==> src/rtl/burst_seq_pkg.sv <==
package burst_seq_pkg;
  localparam int BEAT_W = 2;

  typedef struct packed {
    logic load;      // capture extAddr and mode, restart beat count
    logic step;      // advance beat count
    logic clear;     // synchronous reset of datapath
  } seqStrobes_t;

  function automatic logic [BEAT_W-1:0] orderLow(
    input logic [BEAT_W-1:0] startLow,
    input logic [BEAT_W-1:0] beat,
    input logic              isLinear
  );
    return isLinear ? BEAT_W'(startLow + beat) : (startLow ^ beat);
  endfunction
endpackage

==> src/rtl/burst_seq_ctrl.sv <==
module burst_seq_ctrl
  import burst_seq_pkg::*;
(
  input  logic        clk,
  input  logic        rst,
  input  logic        chipEn,
  input  logic        hostStrobe,
  input  logic        ctrlStrobe,
  input  logic        advance,
  output seqStrobes_t strb,
  output logic        inBurst,
  output logic        firstBeat
);
  logic hostStart;
  logic anyStart;
  logic activeQ;
  logic firstQ;

  // Processor-side strobe wins when both are present; it is qualified by chipEn.
  always_comb begin
    hostStart = hostStrobe & chipEn;
    anyStart  = hostStart | ctrlStrobe;
  end

  always_comb begin
    strb.clear = rst;
    strb.load  = ~rst & anyStart;
    strb.step  = ~rst & ~anyStart & activeQ & advance;
  end

  always_ff @(posedge clk) begin
    if (strb.clear) begin
      activeQ <= 1'b0;
      firstQ  <= 1'b0;
    end else if (strb.load) begin
      activeQ <= 1'b1;
      firstQ  <= 1'b1;
    end else if (strb.step) begin
      firstQ  <= 1'b0;
    end
  end

  assign inBurst   = activeQ;
  assign firstBeat = firstQ;
endmodule

==> src/rtl/burst_seq_datapath.sv <==
module burst_seq_datapath
  import burst_seq_pkg::*;
#(
  parameter int ADDR_W = 20
) (
  input  logic              clk,
  input  seqStrobes_t       strb,
  input  logic              linearMode,
  input  logic [ADDR_W-1:0] extAddr,
  output logic [ADDR_W-1:0] wordAddr
);
  localparam int UPPER_W = ADDR_W - BEAT_W;

  logic [ADDR_W-1:0] baseQ;
  logic [BEAT_W-1:0] beatQ;
  logic              linQ;

  always_ff @(posedge clk) begin
    if (strb.clear) begin
      baseQ <= '0;
      beatQ <= '0;
      linQ  <= 1'b0;
    end else if (strb.load) begin
      baseQ <= extAddr;
      beatQ <= '0;
      linQ  <= linearMode;
    end else if (strb.step) begin
      beatQ <= beatQ + 1'b1;
    end
  end

  generate
    if (UPPER_W > 0) begin : g_upper
      assign wordAddr[ADDR_W-1:BEAT_W] = baseQ[ADDR_W-1:BEAT_W];
    end
  endgenerate

  assign wordAddr[BEAT_W-1:0] = orderLow(baseQ[BEAT_W-1:0], beatQ, linQ);
endmodule

==> src/rtl/burst_addr_seq.sv <==
module burst_addr_seq
  import burst_seq_pkg::*;
#(
  parameter int ADDR_W = 20
) (
  input  logic              clk,
  input  logic              rst,
  input  logic              chipEn,
  input  logic              hostStrobe,
  input  logic              ctrlStrobe,
  input  logic              advance,
  input  logic              linearMode,
  input  logic [ADDR_W-1:0] extAddr,
  output logic [ADDR_W-1:0] wordAddr,
  output logic              firstBeat,
  output logic              inBurst
);
  seqStrobes_t strb;

  burst_seq_ctrl u_ctrl (
    .clk        (clk),
    .rst        (rst),
    .chipEn     (chipEn),
    .hostStrobe (hostStrobe),
    .ctrlStrobe (ctrlStrobe),
    .advance    (advance),
    .strb       (strb),
    .inBurst    (inBurst),
    .firstBeat  (firstBeat)
  );

  burst_seq_datapath #(.ADDR_W(ADDR_W)) u_dp (
    .clk        (clk),
    .strb       (strb),
    .linearMode (linearMode),
    .extAddr    (extAddr),
    .wordAddr   (wordAddr)
  );
endmodule

==> config.mk <==
export PLATFORM = sky130hd
export DESIGN_NAME = burst_addr_seq
export DESIGN_NICKNAME = d
export VERILOG_FILES = /design/src/rtl/burst_seq_pkg.sv /design/src/rtl/burst_seq_ctrl.sv /design/src/rtl/burst_seq_datapath.sv /design/src/rtl/burst_addr_seq.sv
export SDC_FILE = /design/constraint.sdc
export NUM_CORES = 1
export LEC_CHECK = 0
export BUFFER_PORTS_ARGS = -buffer_cell sky130_fd_sc_hd__buf_2
export CORE_AREA = 2 2 61 69
export DETAILED_ROUTE_END_ITERATION = 10
export DIE_AREA = 0 0 63 71
export PLACE_DENSITY = 0.51
export RECOVER_POWER = 25
export SKIP_LAST_GASP = 1
export SYNTH_ARGS = -nofsm -noshare
export SYNTH_HDL_FRONTEND = slang
export SYNTH_SLANG_ARGS = --single-unit
==> constraint.sdc <==
create_clock -name clk -period 1.1 [get_ports clk]
set_clock_uncertainty 0.15 [all_clocks]
set_input_delay 0.055 -clock clk [delete_from_list [all_inputs] [get_ports clk]]
set_output_delay 0.055 -clock clk [all_outputs]
set_load 0.02 [all_outputs]
==> key figures, run 1 <==
Global route
  • Vias in the first global route: 1,017
  • Initial antenna violation count: 0
  • Largest net degree at the start of global routing: 26
  • Global-route wire length before repair: 4350 um
  • Gr usage total: 0.124
  • Gr ovfl total: 0

Power and ir drop
  • Reg power frac: 0.518
  • Internal power: between 1 and 1.5 mW
  • Leakage: 0.731 nW
  • NetSw: 0.505 mW
  • Sw Share: 0.265
  • Clock power share: 0.278
  • Gate power share: 0.203
  • Power Dens Cells: between 1000 and 1500 mW/mm2
  • Maximum vdd drop: slightly above 0.0005 V

Clocking
  • CTS tree: built
  • CTS clock-pin slew for the worst setup and hold paths: 0.08 ns
  • Later-pin clock latency in the skew report: between 0.2 and 0.3 ns
  • Clock Sinks: 25
  • CTS Root Buffer Type: clkbuf_8
  • CTS buffer count: 3
  • Worst-case clock buffer depth: 2
  • Post-CTS Setup Bufs: 0
  • CTS H-tree depth: 1

Setup path
  • CP endpoint kind: output pin
  • CP top delay family: flip-flops
  • Setup crit start kind: register
  • WP buf/inv: 1
  • Worst-path fanout max: 2
  • Crit path arrival time: 1.09 ns
  • R2R Setup Slk: 0.05 ns
  • Critical-path top delay cell: dfxtp_4
  • WP data required: 0.89 ns
  • Worst path cell trace: ha_4 > nand2_4 > xnor2_2 > buf_4
  • Crit Reg-Reg Startpoint: u_dp.beatQ[0]
  • Worst path max stage delay: 0.37 ns
  • Critical path launch point: u_dp.beatQ[0]
  • Critical path type: register to output pin

STA
  • Total negative setup slack: -0.323 ns
  • Final Slew Violations: 0
  • Min Tclk post-route: 1.30 ns
  • Max-slew headroom: 0.782
  • Final hold violation count: 0
  • Final Setup Violations: 4
  • Crit share post-route: 1.18
  • Tightest Pin Transition: 0.327 ns
  • RSZ-0062 raised after global routing: yes
  • Max Freq: 0.772 GHz
  • Fin worst setup slack: -0.195 ns

Die
  • Row cnt: 24
  • Chip Width: 63 um
  • # IOs: 49
  • Core area: 0.00381 mm2
  • Die area: 0.00447 mm2
  • Chip height: 71 um
  • Starting Density: 0.288

Min path
  • Hold path startpoint: advance
  • Hold Path Class: input pin to register

Route
  • DRT iter0 DRCs: 16
  • Drt drc: 0
  • Met3 wire length: roughly 120 um
  • Met2 WL: 1330 um
  • Via count: ~950
  • M1 WL: 1000 um
  • Top layer in use: met4
  • Vias/cell: 4.07
  • ANT nets after route: 0
  • Drt pass-1 iters: 4
  • Final WL: 2510 um
  • Wire per inst: ~11 um

Finish
  • Commonest non-fill, non-tap cell in the layout: buf_2
  • Post-route insts no fill: between 200 and 250
  • N_diodes: 0
  • Nets@finish: 211
  • Share of layout cells above drive strength 1: 0.407
  • Synth-to-layout area growth: 43.3%
  • Most frequent cells in the layout: buf_2 (46), nand2_1 (43), dlygate4sd3_1 (22), dfxtp_1 (20), a21oi_1 (17)

Synthesis
  • Synth unique cells: 14
  • Ys Warns: 0
  • Sequential share of the synthesized area: 0.456
  • FF+latch count, synth: 25
  • Post-Syn Area: 0.00110 mm2
  • Mapped Cells: 129
  • Syn_area_per_cell: 8.51 um2
  • Mapped Nets: 157

Status
  • Status: finished with violations
  • Failing checks: setup timing

Run
  • Max cap viols: 0

Placed design
  • Detailed-placement wirelength estimate: 1580 um
  • Port-buffer cells: 48
  • DP Cell Count: 208
  • GP Congestion: 0.636
cell type report:
type,instances,area (um2)
fill,398,2240
timing repair buffer,74,512
sequential,25,509
multi-input combinational,79,442
tap,52,65.1
clock buffer,4,45.0
repair_timing:
item                                   CTS  global route
hold buffers                            22             0
pin swaps                                2             3
gates resized for setup                 10             5
endpoints found under the hold margin   21             0
setup endpoints to repair                2             4
power groups by stage:
| stage | clock, mW | sequential, mW | combinational [mW] |
|---|---|---|---|
| 2_1_floorplan | 0 | 1.01 | 0.256 |
| 3_3_place_gp | 0 | 1.00 | 0.320 |
| 3_5_place_dp | 0 | 1.01 | 0.329 |
| 4_1_cts | 0.556 | 0.989 | 0.398 |
| 5_1_grt | 0.602 | 0.998 | 0.427 |
| 6_report | 0.531 | 0.989 | 0.387 |
worst min-delay path, stage by stage:
cell     delay, ns
buf_2         0.11
nand3_2       0.07
xor2_1        0.07
nor3_2        0.09
logic make-up (layout without fill, tap and decap cells):
family / Yosys count / count (layout) / synth area share
adder cells (fa/ha/maj): 1 / 1 / 0.0114
flip-flops: 25 / 25 / 0.456
AND/OR/NAND/NOR: 50 / 50 / 0.184
buffers and inverters: 25 / 78 / 0.178
XOR/XNOR: 4 / 4 / 0.0319
AO/OA/AOI/OAI: 24 / 24 / 0.139
path summary, 6_finish.rpt:
| path | to | cells after the start |
|---|---|---|
| worst max-delay path | wordAddr[1] | 4 |
| worst min-delay path | u_dp.beatQ[1] | 4 |
| worst max register to register | u_dp.beatQ[1] | 4 |
| worst min register to register | u_dp.baseQ[19] | 2 |
synth_stat cells (all sizes together):
cell type | number | area share
nor3 | 2 | 0.018
a21oi | 23 | 0.13
ha | 1 | 0.011
nand3 | 1 | 0.0046
nor2 | 3 | 0.010
buf | 25 | 0.18
xnor2 | 1 | 0.0080
xor2 | 3 | 0.024
dfxtp | 25 | 0.46
nand2 | 44 | 0.15
a21o | 1 | 0.014
flip-flops by register name, indices dropped and copies added, names as in the netlist:
name	cells
u_ctrl.inBurst	1
u_dp.beatQ	2
u_dp.baseQ	20
u_ctrl.firstBeat	1
u_dp.linQ	1
stage by stage:
stage,power [mW],util,hold WS [ns],instance area [um2],setup WS (ns)
finish,1.91,0.412,0.0210,1570,-0.195
global route,2.03,0.412,0.0569,1570,-0.247
CTS,1.94,0.412,0.0246,1570,-0.226
detailed placement,1.33,0.333,0.155,1270,0.00919
global placement,1.33,0.333,0.151,1270,0.0357
floorplan,1.27,-,0.0455,1100,0.0542
metal layers:
layer / track usage / vias up
met5: 0 / -
met4: 0.0617 / 0
met3: 0.0286 / 6
met2: 0.236 / 32
met1: 0.125 / 420
li1: - / 495
Power figures use the tool's default switching activity.
==> run 2: changes to the inputs <==
--- a/config.mk
+++ b/config.mk
@@ -9,6 +9,7 @@
 export CORE_AREA = 2 2 61 69
 export DETAILED_ROUTE_END_ITERATION = 10
 export DIE_AREA = 0 0 63 71
+export GPL_TIMING_DRIVEN = 1
 export PLACE_DENSITY = 0.51
 export RECOVER_POWER = 25
 export SKIP_LAST_GASP = 1
==> constraint.sdc (replaced) <==
create_clock -name clk -period 1.3 [get_ports clk]
set_clock_uncertainty 0.15 [all_clocks]
set_input_delay 0.065 -clock clk [delete_from_list [all_inputs] [get_ports clk]]
set_output_delay 0.065 -clock clk [all_outputs]
set_load 0.02 [all_outputs]
==> key figures, run 2 (synthesis results as in run 1) <==
Finish
  • N_diodes: 0 (unchanged)
  • Commonest non-fill, non-tap cell in the layout: buf_2
  • Fin util: 0.398 (-0.0141)
  • Max reg flops: 20 (unchanged)
  • Fillers: 393 (-1.3%)
  • Register Area: 505 um2 (-0.74%)
  • Multi-input gate area: 417 um2 (-5.7%)
  • Top Registers: u_dp.baseQ (20), u_dp.beatQ (2)
  • Most frequent cells in the layout: buf_2 (47), nand2_1 (43), dlygate4sd3_1 (21), dfxtp_1 (21), a21oi_1 (17)
  • Synth-to-layout area growth: 38.4%
  • Share of layout cells above drive strength 1: 0.392 (-0.0143)
  • Post-route insts no fill: 233 (-0.43%)
  • Reg with most FFs: u_dp.baseQ
  • Nets@finish: 210 (-0.47%)

Clocking
  • Clock Sinks: 25 (unchanged)
  • CTS Root Buffer Type: clkbuf_8
  • CTS tree: built
  • CTS buffer count: 3 (unchanged)
  • Later-pin clock latency in the skew report: 0.26 ns (about the same)
  • Worst-case clock buffer depth: 2 (unchanged)
  • CTS clock-pin slew for the worst setup and hold paths: 0.09 ns (about the same)
  • CTS H-tree depth: 1 (unchanged)

Setup path
  • Crit Reg-Reg Startpoint: u_dp.beatQ[0]
  • WP depth: 4 (unchanged)
  • Worst path cell trace: ha_4 > nand2_2 > xnor2_1 > buf_4
  • R2R Setup Slk: 0.24 ns (+0.19 ns)
  • Worst path max stage delay: 0.36 ns (about the same)
  • Critical path launch point: u_dp.baseQ[0]
  • Crit path arrival time: 1.10 ns (about the same)
  • CP top delay family: flip-flops
  • WP buf/inv: 1 (unchanged)
  • R2R depth: 4 (unchanged)
  • FF-to-FF End: u_dp.beatQ[1]
  • Critical path type: register to output pin
  • CP endpoint kind: output pin
  • Setup crit end: wordAddr[1]
  • Setup crit start kind: register
  • Critical-path top delay cell: dfxtp_2
  • Worst-path fanout max: 2 (unchanged)
  • WP data required: 1.09 ns (+0.20 ns)

Status
  • Status: finished with violations
  • Failing checks: setup timing

Power and ir drop
  • Power Dens Cells: 1050 mW/mm2 (-13%)
  • Sw Share: 0.266 (+0.00149)
  • Internal power: 1.17 mW (-16%)
  • NetSw: 0.427 mW (-16%)
  • Total chip power: 1.60 mW (-16%)
  • Clock power share: 0.282 (+0.004)
  • Leakage: 0.700 nW (-4.2%)
  • Gate power share: 0.196 (-0.007)
  • Maximum vdd drop: 0.000336 V (-35%)
  • Reg power frac: 0.523 (+0.005)

Placed design
  • Detailed-placement wirelength estimate: 1610 um (+2.3%)
  • Port-buffer cells: 48 (unchanged)
  • Pre-CTS setup slack: 0.196 ns (+0.186 ns)
  • GP Congestion: 0.683 (+7.3%)
  • DP Cell Count: 205 (-1.4%)

Route
  • Final WL: 2390 um (-4.7%)
  • Wire per inst: 10.3 um (-4.3%)
  • ANT nets after route: 0 (unchanged)
  • Via count: 944 (-0.94%)
  • Vias/cell: 4.05 (-0.52%)
  • Drt pass-1 iters: 4 (unchanged)
  • Drt drc: 0 (unchanged)
  • DRT iter0 DRCs: 26 (+10)

Die
  • # IOs: 49 (unchanged)
  • Chip Width: 63 um (unchanged)
  • Starting Density: 0.288 (unchanged)
  • Die area: 0.00447 mm2 (unchanged)
  • Chip height: 71 um (unchanged)
  • Row cnt: 24 (unchanged)
  • Core area: 0.00381 mm2 (unchanged)

STA
  • Max-slew headroom: 0.651 (-0.131)
  • Min Tclk post-route: 1.31 ns
  • Max Freq: 0.762 GHz
  • RSZ-0062 raised after global routing: yes
  • Final hold violation count: 0 (unchanged)
  • Fin worst setup slack: -0.0122 ns (+0.183 ns)
  • Final Slew Violations: 0 (unchanged)
  • Final Setup Violations: 1 (-3)
  • Total negative setup slack: -0.0122 ns (+0.311 ns)
  • Crit share post-route: 1.01
  • Tightest Pin Transition: 0.523 ns (+0.196 ns)

Global route
  • Gr ovfl total: 0 (unchanged)
  • Global route hottest layer: met2
  • GR Layer Usage met3: 0.0254 (-0.00318)
  • Largest net degree at the start of global routing: 26 (unchanged)
  • Gr usage total: 0.114 (-0.00976)
  • Vias in the first global route: 940 (-7.6%)
  • Met1 Use GR: 0.128 (+0.00283)
  • Met2 Track Usage GR: 0.209 (-0.0272)
  • Initial antenna violation count: 0 (unchanged)
  • Global-route wire length before repair: 4040 um (-7.2%)

Min path
  • Hold Path Class: input pin to register

Run
  • Max cap viols: 0 (unchanged)
-- run 2: power groups by stage --
| stage | Combinational (mW) | Sequential [mW] | Clock, mW |
|---|---|---|---|
| finish | 0.313 | 0.837 | 0.451 |
| global route | 0.344 | 0.845 | 0.525 |
| CTS | 0.315 | 0.836 | 0.483 |
| detailed placement | 0.260 | 0.853 | 0 |
| global placement | 0.253 | 0.851 | 0 |
| floorplan | 0.215 | 0.855 | 0 |
-- run 2: through the flow --
stage               cell area, um2  hold slack, ns
CTS                           1500          0.0265
detailed placement            1210           0.168
global placement              1210           0.160
global route                  1520          0.0753
finish                        1520          0.0293
floorplan                     1100          0.0555
-- run 2: worst min-delay path by stage --
stage	startpoint	to	slack [ns]	cells past startpoint
3_5_place_dp	extAddr[7]	u_dp.baseQ[7]	0.17	3
6_report	advance	u_ctrl.firstBeat	0.03	4
4_1_cts	advance	u_ctrl.firstBeat	0.03	4
2_1_floorplan	extAddr[0]	u_dp.baseQ[0]	0.06	2
5_1_grt	advance	u_dp.beatQ[0]	0.08	4
3_3_place_gp	extAddr[14]	u_dp.baseQ[14]	0.16	3
-- run 2: what timing repair did --
item	CTS	global route
setup buffers	2	1
gates resized for setup	5	3
endpoints found under the hold margin	21	0
hold buffers	21	0
endpoints found under the setup margin	2	2
pin swaps	1	3
-- run 2: worst min-delay path, stage by stage --
cell     delay, ns
buf_2         0.11
nand2_1       0.09
a21oi_1       0.07
nor2_1        0.07
-- run 2: final cells by class --
| class | instances | area share |
|---|---|---|
| Timing Repair Buffer | 73 | 0.318 |
| Clock inverter | 1 | 0.00494 |
| Tap cell | 52 | 0.0428 |
| Sequential cell | 25 | 0.333 |
| Multi-Input combinational cell | 79 | 0.274 |
| Clock buffer | 3 | 0.0272 |
-- run 2: per-layer routing --
| layer | vias to the layer above | wire [um] |
|---|---|---|
| li1 | 493 | - |
| met1 | 415 | 1040 |
| met2 | 34 | 1190 |
| met3 | 2 | 147 |
| met4 | 0 | 17 |
| met5 | - | 0 |
==> run 3: changes to the inputs <==
==> constraint.sdc (replaced) <==
create_clock -name clk -period 1.65 [get_ports clk]
set_clock_uncertainty 0.15 [all_clocks]
set_input_delay 0.0825 -clock clk [delete_from_list [all_inputs] [get_ports clk]]
set_output_delay 0.0825 -clock clk [all_outputs]
set_load 0.1 [all_outputs]
==> key figures, run 3 (synthesis results as in run 1) <==
Run
  • Max cap viols: 0 (unchanged)

Route
  • Drt drc: 0 (unchanged)
  • DRT iter0 DRCs: 27 (+3.8%)
  • Wire per inst: 11.1 um (+8.4%)
  • Via count: 950 (+0.64%)
  • Vias/cell: 4.13 (+1.9%)
  • Final WL: 2560 um (+7.0%)
  • ANT nets after route: 0 (unchanged)
  • Drt pass-1 iters: 5 (+1)

Clocking
  • Later-pin clock latency in the skew report: 0.26 ns (about the same)
  • CTS Root Buffer Type: clkbuf_8
  • Hold buffers post-CTS: 21 (unchanged)
  • Worst-case clock buffer depth: 2 (unchanged)
  • CTS H-tree depth: 1 (unchanged)
  • Post-CTS Setup Bufs: 0 (-2)
  • CTS buffer count: 3 (unchanged)
  • CTS tree: built
  • CTS clock-pin slew for the worst setup and hold paths: 0.09 ns (about the same)
  • CTS resizes: 0 (-5)
  • Clock Sinks: 25 (unchanged)

Setup path
  • WP data required: 1.42 ns (+0.33 ns)
  • Setup crit start kind: register
  • Critical path type: register to output pin
  • Worst-path fanout max: 2 (unchanged)
  • WP buf/inv: 1 (unchanged)
  • Crit path arrival time: 1.36 ns (+0.26 ns)
  • CP endpoint kind: output pin
  • Worst path cell trace: xor2_1 > xnor2_4 > buf_12
  • Worst path max stage delay: 0.37 ns (about the same)
  • Critical-path top delay cell: dfxtp_1
  • CP top delay family: XOR/XNOR gates

Finish
  • Fin util: 0.393 (-0.00492)
  • Multi-input gate area: 417 um2 (unchanged)
  • Register Area: 500 um2 (-0.99%)
  • Synth-to-layout area growth: 36.7%
  • Max reg flops: 20 (unchanged)
  • Fillers: 422 (+7.4%)
  • N_diodes: 0 (unchanged)
  • Share of layout cells above drive strength 1: 0.343 (-0.0496)
  • Most frequent cells in the layout: buf_2 (47), nand2_1 (44), dfxtp_1 (25), dlygate4sd3_1 (21), a21oi_1 (18)
  • Reg with most FFs: u_dp.baseQ
  • Top Registers: u_dp.baseQ (20), u_dp.beatQ (2)
  • Nets@finish: 207 (-1.4%)
  • Commonest non-fill, non-tap cell in the layout: buf_2
  • Fin area: 0.00150 mm2 (-1.2%)

STA
  • Final hold slack: 0.0393 ns (+0.00997 ns)
  • Total negative setup slack: 0 ns (+0.0122 ns)
  • Max-slew headroom: 0.661 (+0.0100)
  • Final Slew Violations: 0 (unchanged)
  • Tightest Pin Transition: 0.508 ns (-0.0151 ns)
  • Min Tclk post-route: 1.59 ns
  • Max Freq: 0.628 GHz
  • Final Setup Violations: 0 (-1)
  • Crit share post-route: 0.965
  • RSZ-0062 raised after global routing: no
  • Final hold violation count: 0 (unchanged)

Die
  • Starting Density: 0.288 (unchanged)
  • # IOs: 49 (unchanged)
  • Chip Width: 63 um (unchanged)
  • Die area: 0.00447 mm2 (unchanged)
  • Row cnt: 24 (unchanged)
  • Chip height: 71 um (unchanged)
  • Core area: 0.00381 mm2 (unchanged)

Placed design
  • GP Congestion: 0.665 (-2.6%)
  • Port-buffer cells: 48 (unchanged)
  • Detailed-placement wirelength estimate: 1630 um (+0.91%)
  • Area after DPL: 0.00125 mm2 (+2.8%)

Status
  • Status: complete, no violations

Power and ir drop
  • Power Dens Cells: 982 mW/mm2 (-6.8%)
  • Maximum vdd drop: 0.000317 V (-5.6%)
  • Leakage: 0.698 nW (-0.38%)
  • Total chip power: 1.47 mW (-8.0%)

Global route
  • Initial antenna violation count: 0 (unchanged)
  • Largest net degree at the start of global routing: 26 (unchanged)
  • Global-route wire length before repair: 4240 um (+5.1%)
  • Vias in the first global route: 1,023 (+8.8%)
  • Gr usage total: 0.119 (+0.00422)
  • Gr ovfl total: 0 (unchanged)

Min path
  • Hold Path Class: input pin to register
run 3: changes by cell type in the layout (fill, tap and decap cells not counted), sizes merged:
cell      previous run  this run
clkbuf               3         4
buf                 52        49
clkinvlp             1         0
run 3: where the power goes:
group / switching (mW) / internal [mW]
sequential: 0.0182 / 0.640
clock: 0.183 / 0.172
combinational: 0.345 / 0.115
total: 0.546 / 0.927
run 3: worst paths after layout:
path,slack [ns],to,startpoint,cells after the start
worst max-delay path,0.06,wordAddr[1],u_dp.beatQ[1],3
worst max register to register,0.66,u_dp.beatQ[1],u_dp.beatQ[0],3
worst min register to register,0.30,u_dp.baseQ[11],u_dp.baseQ[11],2
worst min-delay path,0.04,u_ctrl.firstBeat,advance,4
run 3: cell type report:
| class | instances | area share |
|---|---|---|
| clock buffers | 4 | 0.0300 |
| multi-input cells | 79 | 0.278 |
| flip-flops and latches | 25 | 0.334 |
| well taps | 52 | 0.0434 |
| repair buffers | 70 | 0.315 |
run 3: stage by stage:
stage                     setup WS [ns]  instances
after floorplan                 0.00592        129
after global placement            0.376        205
after detailed placement          0.353        205
after CTS                        0.0507        230
after global routing             0.0167        230
final                            0.0578        230
run 3: worst min-delay path: cells and delay by family:
| kind | cells | cell delay (ns) |
|---|---|---|
| buffers and inverters | 1 | 0.11 |
| and+or+nand+nor | 2 | 0.16 |
| AOI/OAI and AO/OA | 1 | 0.07 |
run 3: routing by layer:
metal / up-vias / track usage / share of wire
li1: 489 / - / -
met1: 428 / 0.123 / 0.44
met2: 33 / 0.240 / 0.52
met3: 0 / 0.0223 / 0.044
met4: 0 / 0.0296 / 0
met5: - / 0 / 0
